$ cat config.mk
export PLATFORM = sky130hd
export DESIGN_NAME = spinlock_bank
export DESIGN_NICKNAME = d
export VERILOG_FILES = /design/src/rtl/spinlock_pkg.sv /design/src/rtl/spinlock_decode.sv /design/src/rtl/spinlock_arbiter.sv /design/src/rtl/spinlock_cell.sv /design/src/rtl/spinlock_bank.sv
export SDC_FILE = /design/constraint.sdc
export NUM_CORES = 1
export LEC_CHECK = 0
export BUFFER_PORTS_ARGS = -buffer_cell sky130_fd_sc_hd__buf_2
export CORE_ASPECT_RATIO = 0.75
export CORE_MARGIN = 2
export CORE_UTILIZATION = 35
export CTS_BUF_LIST = sky130_fd_sc_hd__clkbuf_4
export DETAILED_ROUTE_END_ITERATION = 6
export GPL_TIMING_DRIVEN = 0
export PLACE_DENSITY = 0.65
export RECOVER_POWER = 25
export SYNTH_ARGS = -nofsm -noshare
export SYNTH_HDL_FRONTEND = slang
export SYNTH_HIERARCHICAL = 1
export SYNTH_SLANG_ARGS = --single-unit
$ cat constraint.sdc
create_clock -name clk -period 2.3 [get_ports clk]
set_clock_uncertainty 0.1 [all_clocks]
set_input_delay 0.115 -clock clk [delete_from_list [all_inputs] [get_ports clk]]
set_output_delay 0.115 -clock clk [all_outputs]
set_load 0.02 [all_outputs]
$ cat src/rtl/spinlock_pkg.sv
package spinlock_pkg;

    // State of a single lock bit.
    typedef enum logic {
        LK_FREE = 1'b0,
        LK_HELD = 1'b1
    } lock_state_e;

    // What a port's request will produce as a read response.
    typedef enum logic [1:0] {
        RSP_NONE   = 2'd0,
        RSP_LOCK   = 2'd1,
        RSP_STATUS = 2'd2,
        RSP_HOLE   = 2'd3
    } rsp_kind_e;

endpackage

$ cat src/rtl/spinlock_decode.sv
module spinlock_decode
    import spinlock_pkg::*;
#(
    parameter int NUM_LOCKS = 32,
    parameter int ADDR_W    = 6
) (
    input  logic                 req_valid,
    input  logic                 req_write,
    input  logic [ADDR_W-1:0]    req_addr,
    output logic [NUM_LOCKS-1:0] claim_vec,
    output logic [NUM_LOCKS-1:0] release_vec,
    output rsp_kind_e            rsp_kind
);

    localparam logic [ADDR_W-1:0] STATUS_ADDR = ADDR_W'(NUM_LOCKS);

    logic is_read;
    logic is_write;
    logic in_lock_range;

    assign is_read       = req_valid && !req_write;
    assign is_write      = req_valid && req_write;
    assign in_lock_range = (req_addr < STATUS_ADDR);

    // One claim line and one release line per lock address.
    for (genvar i = 0; i < NUM_LOCKS; i++) begin : g_lock_sel
        assign claim_vec[i]   = is_read  && (req_addr == ADDR_W'(i));
        assign release_vec[i] = is_write && (req_addr == ADDR_W'(i));
    end

    // Classify the read, if any, for the response path.
    always_comb begin
        rsp_kind = RSP_NONE;
        if (is_read) begin
            if (in_lock_range) begin
                rsp_kind = RSP_LOCK;
            end else if (req_addr == STATUS_ADDR) begin
                rsp_kind = RSP_STATUS;
            end else begin
                rsp_kind = RSP_HOLE;
            end
        end
    end

endmodule

$ cat src/rtl/spinlock_arbiter.sv
module spinlock_arbiter #(
    parameter int NUM_PORTS = 2
) (
    input  logic [NUM_PORTS-1:0] claim_req,
    input  logic                 lock_free,
    input  logic                 release_hit,
    output logic [NUM_PORTS-1:0] grant
);

    // Fixed priority: lowest port index wins. No grant when the lock is
    // held or a release lands on it in the same cycle.
    always_comb begin
        grant = '0;
        if (lock_free && !release_hit) begin
            for (int p = 0; p < NUM_PORTS; p++) begin
                if (claim_req[p] && (grant == '0)) begin
                    grant[p] = 1'b1;
                end
            end
        end
    end

endmodule

$ cat src/rtl/spinlock_cell.sv
module spinlock_cell
    import spinlock_pkg::*;
(
    input  logic clk,
    input  logic rst_n,
    input  logic take,
    input  logic drop,
    output logic held
);

    lock_state_e state_q;
    lock_state_e state_d;

    // State register.
    always_ff @(posedge clk or negedge rst_n) begin
        if (!rst_n) begin
            state_q <= LK_FREE;
        end else begin
            state_q <= state_d;
        end
    end

    // Next state: CLAIM and RELEASE transitions.
    always_comb begin
        state_d = state_q;
        unique case (state_q)
            LK_FREE: if (take) state_d = LK_HELD;
            LK_HELD: if (drop) state_d = LK_FREE;
        endcase
    end

    // Output.
    always_comb begin
        held = (state_q == LK_HELD);
    end

endmodule

$ cat src/rtl/spinlock_bank.sv
module spinlock_bank
    import spinlock_pkg::*;
#(
    parameter int NUM_PORTS = 2,
    parameter int NUM_LOCKS = 32,
    parameter int DATA_W    = 32,
    parameter int ADDR_W    = $clog2(NUM_LOCKS + 1)
) (
    input  logic                        clk,
    input  logic                        rst_n,
    input  logic [NUM_PORTS-1:0]        bus_valid,
    input  logic [NUM_PORTS-1:0]        bus_write,
    input  logic [NUM_PORTS*ADDR_W-1:0] bus_addr,
    output logic [NUM_PORTS-1:0]        rsp_valid,
    output logic [NUM_PORTS*DATA_W-1:0] rsp_data
);

    logic [NUM_LOCKS-1:0] port_claim   [NUM_PORTS];
    logic [NUM_LOCKS-1:0] port_release [NUM_PORTS];
    logic [NUM_LOCKS-1:0] port_won     [NUM_PORTS];
    rsp_kind_e            port_kind    [NUM_PORTS];

    logic [NUM_PORTS-1:0] lock_claim [NUM_LOCKS];
    logic [NUM_PORTS-1:0] lock_grant [NUM_LOCKS];
    logic [NUM_LOCKS-1:0] lock_drop;
    logic [NUM_LOCKS-1:0] lock_held;

    // Per-port address decode.
    for (genvar p = 0; p < NUM_PORTS; p++) begin : g_port_dec
        spinlock_decode #(
            .NUM_LOCKS (NUM_LOCKS),
            .ADDR_W    (ADDR_W)
        ) dec_i (
            .req_valid   (bus_valid[p]),
            .req_write   (bus_write[p]),
            .req_addr    (bus_addr[p*ADDR_W +: ADDR_W]),
            .claim_vec   (port_claim[p]),
            .release_vec (port_release[p]),
            .rsp_kind    (port_kind[p])
        );
    end

    // Transpose port-major requests into lock-major ones and back for grants.
    for (genvar i = 0; i < NUM_LOCKS; i++) begin : g_xpose
        for (genvar p = 0; p < NUM_PORTS; p++) begin : g_bit
            assign lock_claim[i][p] = port_claim[p][i];
            assign port_won[p][i]   = lock_grant[i][p];
        end
    end

    // A release from any port hits the lock.
    always_comb begin
        lock_drop = '0;
        for (int p = 0; p < NUM_PORTS; p++) begin
            lock_drop = lock_drop | port_release[p];
        end
    end

    // One arbiter and one state machine per lock.
    for (genvar i = 0; i < NUM_LOCKS; i++) begin : g_lock
        spinlock_arbiter #(
            .NUM_PORTS (NUM_PORTS)
        ) arb_i (
            .claim_req   (lock_claim[i]),
            .lock_free   (!lock_held[i]),
            .release_hit (lock_drop[i]),
            .grant       (lock_grant[i])
        );

        spinlock_cell cell_i (
            .clk   (clk),
            .rst_n (rst_n),
            .take  (|lock_grant[i]),
            .drop  (lock_drop[i]),
            .held  (lock_held[i])
        );
    end

    // Registered response per port. A port addresses one lock at a time,
    // so its grant vector is one-hot or zero.
    for (genvar p = 0; p < NUM_PORTS; p++) begin : g_rsp
        logic [DATA_W-1:0] rsp_next;
        logic [DATA_W-1:0] data_q;
        logic              valid_q;

        always_comb begin
            rsp_next = '0;
            unique case (port_kind[p])
                RSP_LOCK:   rsp_next[NUM_LOCKS-1:0] = port_won[p];
                RSP_STATUS: rsp_next[NUM_LOCKS-1:0] = lock_held;
                RSP_HOLE:   rsp_next = '0;
                RSP_NONE:   rsp_next = '0;
            endcase
        end

        always_ff @(posedge clk or negedge rst_n) begin
            if (!rst_n) begin
                valid_q <= 1'b0;
                data_q  <= '0;
            end else begin
                valid_q <= (port_kind[p] != RSP_NONE);
                data_q  <= rsp_next;
            end
        end

        assign rsp_valid[p]                  = valid_q;
        assign rsp_data[p*DATA_W +: DATA_W]  = data_q;
    end

endmodule

==> metrics.cfg <==
[critical_path]
cp_max_fo = 10
critical_path_class = in2reg
cp.arrival_ps = 2500
rrSetupSlack_ps = 960
startpoint_type = input pin
critical_path_required_ps = 2600
r2r_end = g_lock[19].cell_i/held$_DFF_PN0_
reg2reg_from = g_lock[19].cell_i/held$_DFF_PN0_
reg2reg_depth = 5
end_kind = flip-flop

[die]
die_w_um = 154.2
die_y_um = 116.7
boundaryPins = 84
rows = 41
initial_core_util = 0.3554
dieArea_um2 = 18000
coreArea_um2 = 16670

[timing]
max_slew_margin = 0.04840
drv_slew = 0
fin_crit_sh = 0.9568
hold_viol = 0
period_minus_slack_ps = 2201
setup_viol = 0
clock.fmax_ghz = 0.4544
tightest_slew_ps = 1427
rsz0062_at_grt = false

[pwr]
power_w = 0.003642
p_leak_nw = 3.431
vdd_drop_max_mv = 0.2967
power_per_cell_area_nw_per_um2 = 528.8

[synth]
ys.flop_type = dfrtp_1
syn_nets = 626
yosysTopAreaCellShare = 0.4139
synth_edf_count = 0
async_reset_ff_frac = 1.000
syn_inst = 608
syn_avg_cell_area_um2 = 9.746
ys_warn_count = 6
ys_seq_area_frac = 0.4139
synth_area_um2 = 5926
yosysTopAreaCell = dfrtp_1
synth_cell_types = 22
synthTopCellsByArea = dfrtp_1 (41%), a22o_1 (9.5%), nor2_1 (8.1%), or2_2 (7.0%), and4bb_2 (6.8%)
ys_ff_latch = 98

[routing]
dr.pass1.iters = 5
wl_mm = 15.30
wl_per_cell_um = 16.40
drt_iter0_markers = 308
antenna_left = 0
via_per_inst = 5.074
drc = 0
num_vias = 4734

[clocking]
cts_tree = built
cts.clk_slew.worst_paths_ps = 160
clockRootBuffer = clkbuf_4
cts.sinks = 98
h-tree-depth = 3
clk_latency_ps = 490
clk_path_buf_depth = 2
cts_made_buffers = 9

[place]
port_buffers = 83
dpl.hpwl_mm = 11.07
dpl_cell_area_um2 = 6633
finalWeightedCongestion = 0.8603

[global_routing]
grt_usage = 0.1731
antenna_found_initial = 1
grt_pass1_vias = 4478
grt_max_degree = 59
grt_overflow_total = 0
grt_pass1_wl_mm = 23.93

[cells_and_area]
multiInputGateArea_um2 = 2960
regArea_um2 = 2452
num-fill-cells = 1630
stdcell_area_um2 = 6887
layout-drive-gt1-share = 0.3682
area_delta_synth_final_pct = 16.22
layout.nets = 730

[worst_hold_path]
worst_hold_path.endpoint = g_lock[3].cell_i/held$_DFF_PN0_
hold_class = in2reg
min_path_cells = 5
worstHoldStart = bus_addr[7]

[flow_run]
cap_violations = 0

[outcome]
status = finished, final reports clean

-- cell usage in the layout (no fill, tap or decap), drive strengths merged, types with 16 or more instances in the layout --
master,count
nand4bb,16
or2,66
buf,109
dfrtp,98
a22o,64
mux2i,32
and4bb,32
and3b,32
nor2,128
clkbuf,27
inv,68
-- kinds of logic (layout without fill, tap and decap cells) --
family,Yosys count,after routing,synth area share
flops,98,98,0.4139
other cells,0,1,0
compound gates,66,66,0.09797
simple gates,304,304,0.3467
mux,32,32,0.05405
buf+inv,108,217,0.08742
-- report_power, final --
part / leakage [nW] / switching (W) / internal (W)
logic: 2.02 / 0.000328 / 0.000250
clock network: 0.0838 / 0.000577 / 0.000445
registers: 1.32 / 0.000160 / 0.00188
total: 3.43 / 0.00106 / 0.00258
-- sequential cells by signal, summed over array words and instances, names as in the netlist --
name	flops
g_rsp.data_q	64
g_rsp.valid_q	2
g_lock.cell_i/held	32
-- critical path, stage by stage --
cell,delay [ps]
dlygate4sd3_1,540
buf_2,150
or4b_1,510
buf_2,200
buf_6,170
nor2_1,140
and4bb_2,270
or2_2,290
inv_1,50
mux2i_1,50
-- metrics by stage --
step / hold slack (ps) / setup WS [ps] / instances / TNS [ps] / utilization
3_3_place_gp: 412.4 / -39.25 / 906 / -2952 / 0.3965
6_report: 198.4 / 99.46 / 933 / 0 / 0.4131
3_5_place_dp: 132.6 / -16.21 / 907 / -32.56 / 0.3978
2_1_floorplan: -280.6 / 457.4 / 608 / 0 / -
4_1_cts: 105.2 / 6.850 / 930 / 0 / 0.4114
5_1_grt: 201.3 / 15.36 / 932 / 0 / 0.4129
-- how the worst max path moves through the flow --
stage / cells past startpoint / start / to
finish: 10 / bus_addr[5] / g_lock[9].cell_i/held$_DFF_PN0_
global route: 10 / bus_addr[5] / g_lock[1].cell_i/held$_DFF_PN0_
CTS: 11 / bus_addr[5] / g_lock[3].cell_i/held$_DFF_PN0_
detailed placement: 10 / bus_addr[11] / g_lock[6].cell_i/held$_DFF_PN0_
global placement: 1 / rst_n / g_lock[11].cell_i/held$_DFF_PN0_
floorplan: 7 / bus_addr[7] / g_lock[17].cell_i/held$_DFF_PN0_
-- cells in the mapped netlist, drive strengths merged, types with 4 or more instances --
library cell  count
nand4b           10
nand4bb          16
mux2i            32
or2              66
nor2b             4
dfrtp            98
and3b            32
and4bb           32
buf              22
or4b             10
inv              68
a22o             64
nor2            128
clkbuf           18
-- layer usage --
metal  GRT usage  vias to the layer above  part of all wire
li1            -                     2288                 -
met1      0.2403                     2309              0.49
met2      0.2717                      125              0.44
met3     0.04712                       12             0.059
met4     0.03925                        0            0.0095
met5           0                        -                 0
-- final cells by class --
type | count | area share
Antenna cell | 1 | 0.0003634
Buffer | 39 | 0.03815
Clock buffer | 10 | 0.01090
Clock inverter | 6 | 0.01181
Inverter | 68 | 0.03706
Multi-Input combinational cell | 402 | 0.4299
Sequential cell | 98 | 0.3561
Tap cell | 215 | 0.03906
Timing Repair Buffer | 94 | 0.07667
-- repair_timing --
| item | CTS | global route |
|---|---|---|
| hold buffers | 7 | 0 |
| endpoints found under the hold margin | 59 | 0 |
| gates resized for setup | 0 | 8 |
| buffers inserted | 0 | 3 |
| setup endpoints to repair | 0 | 24 |
Power figures use the tool's default switching activity.
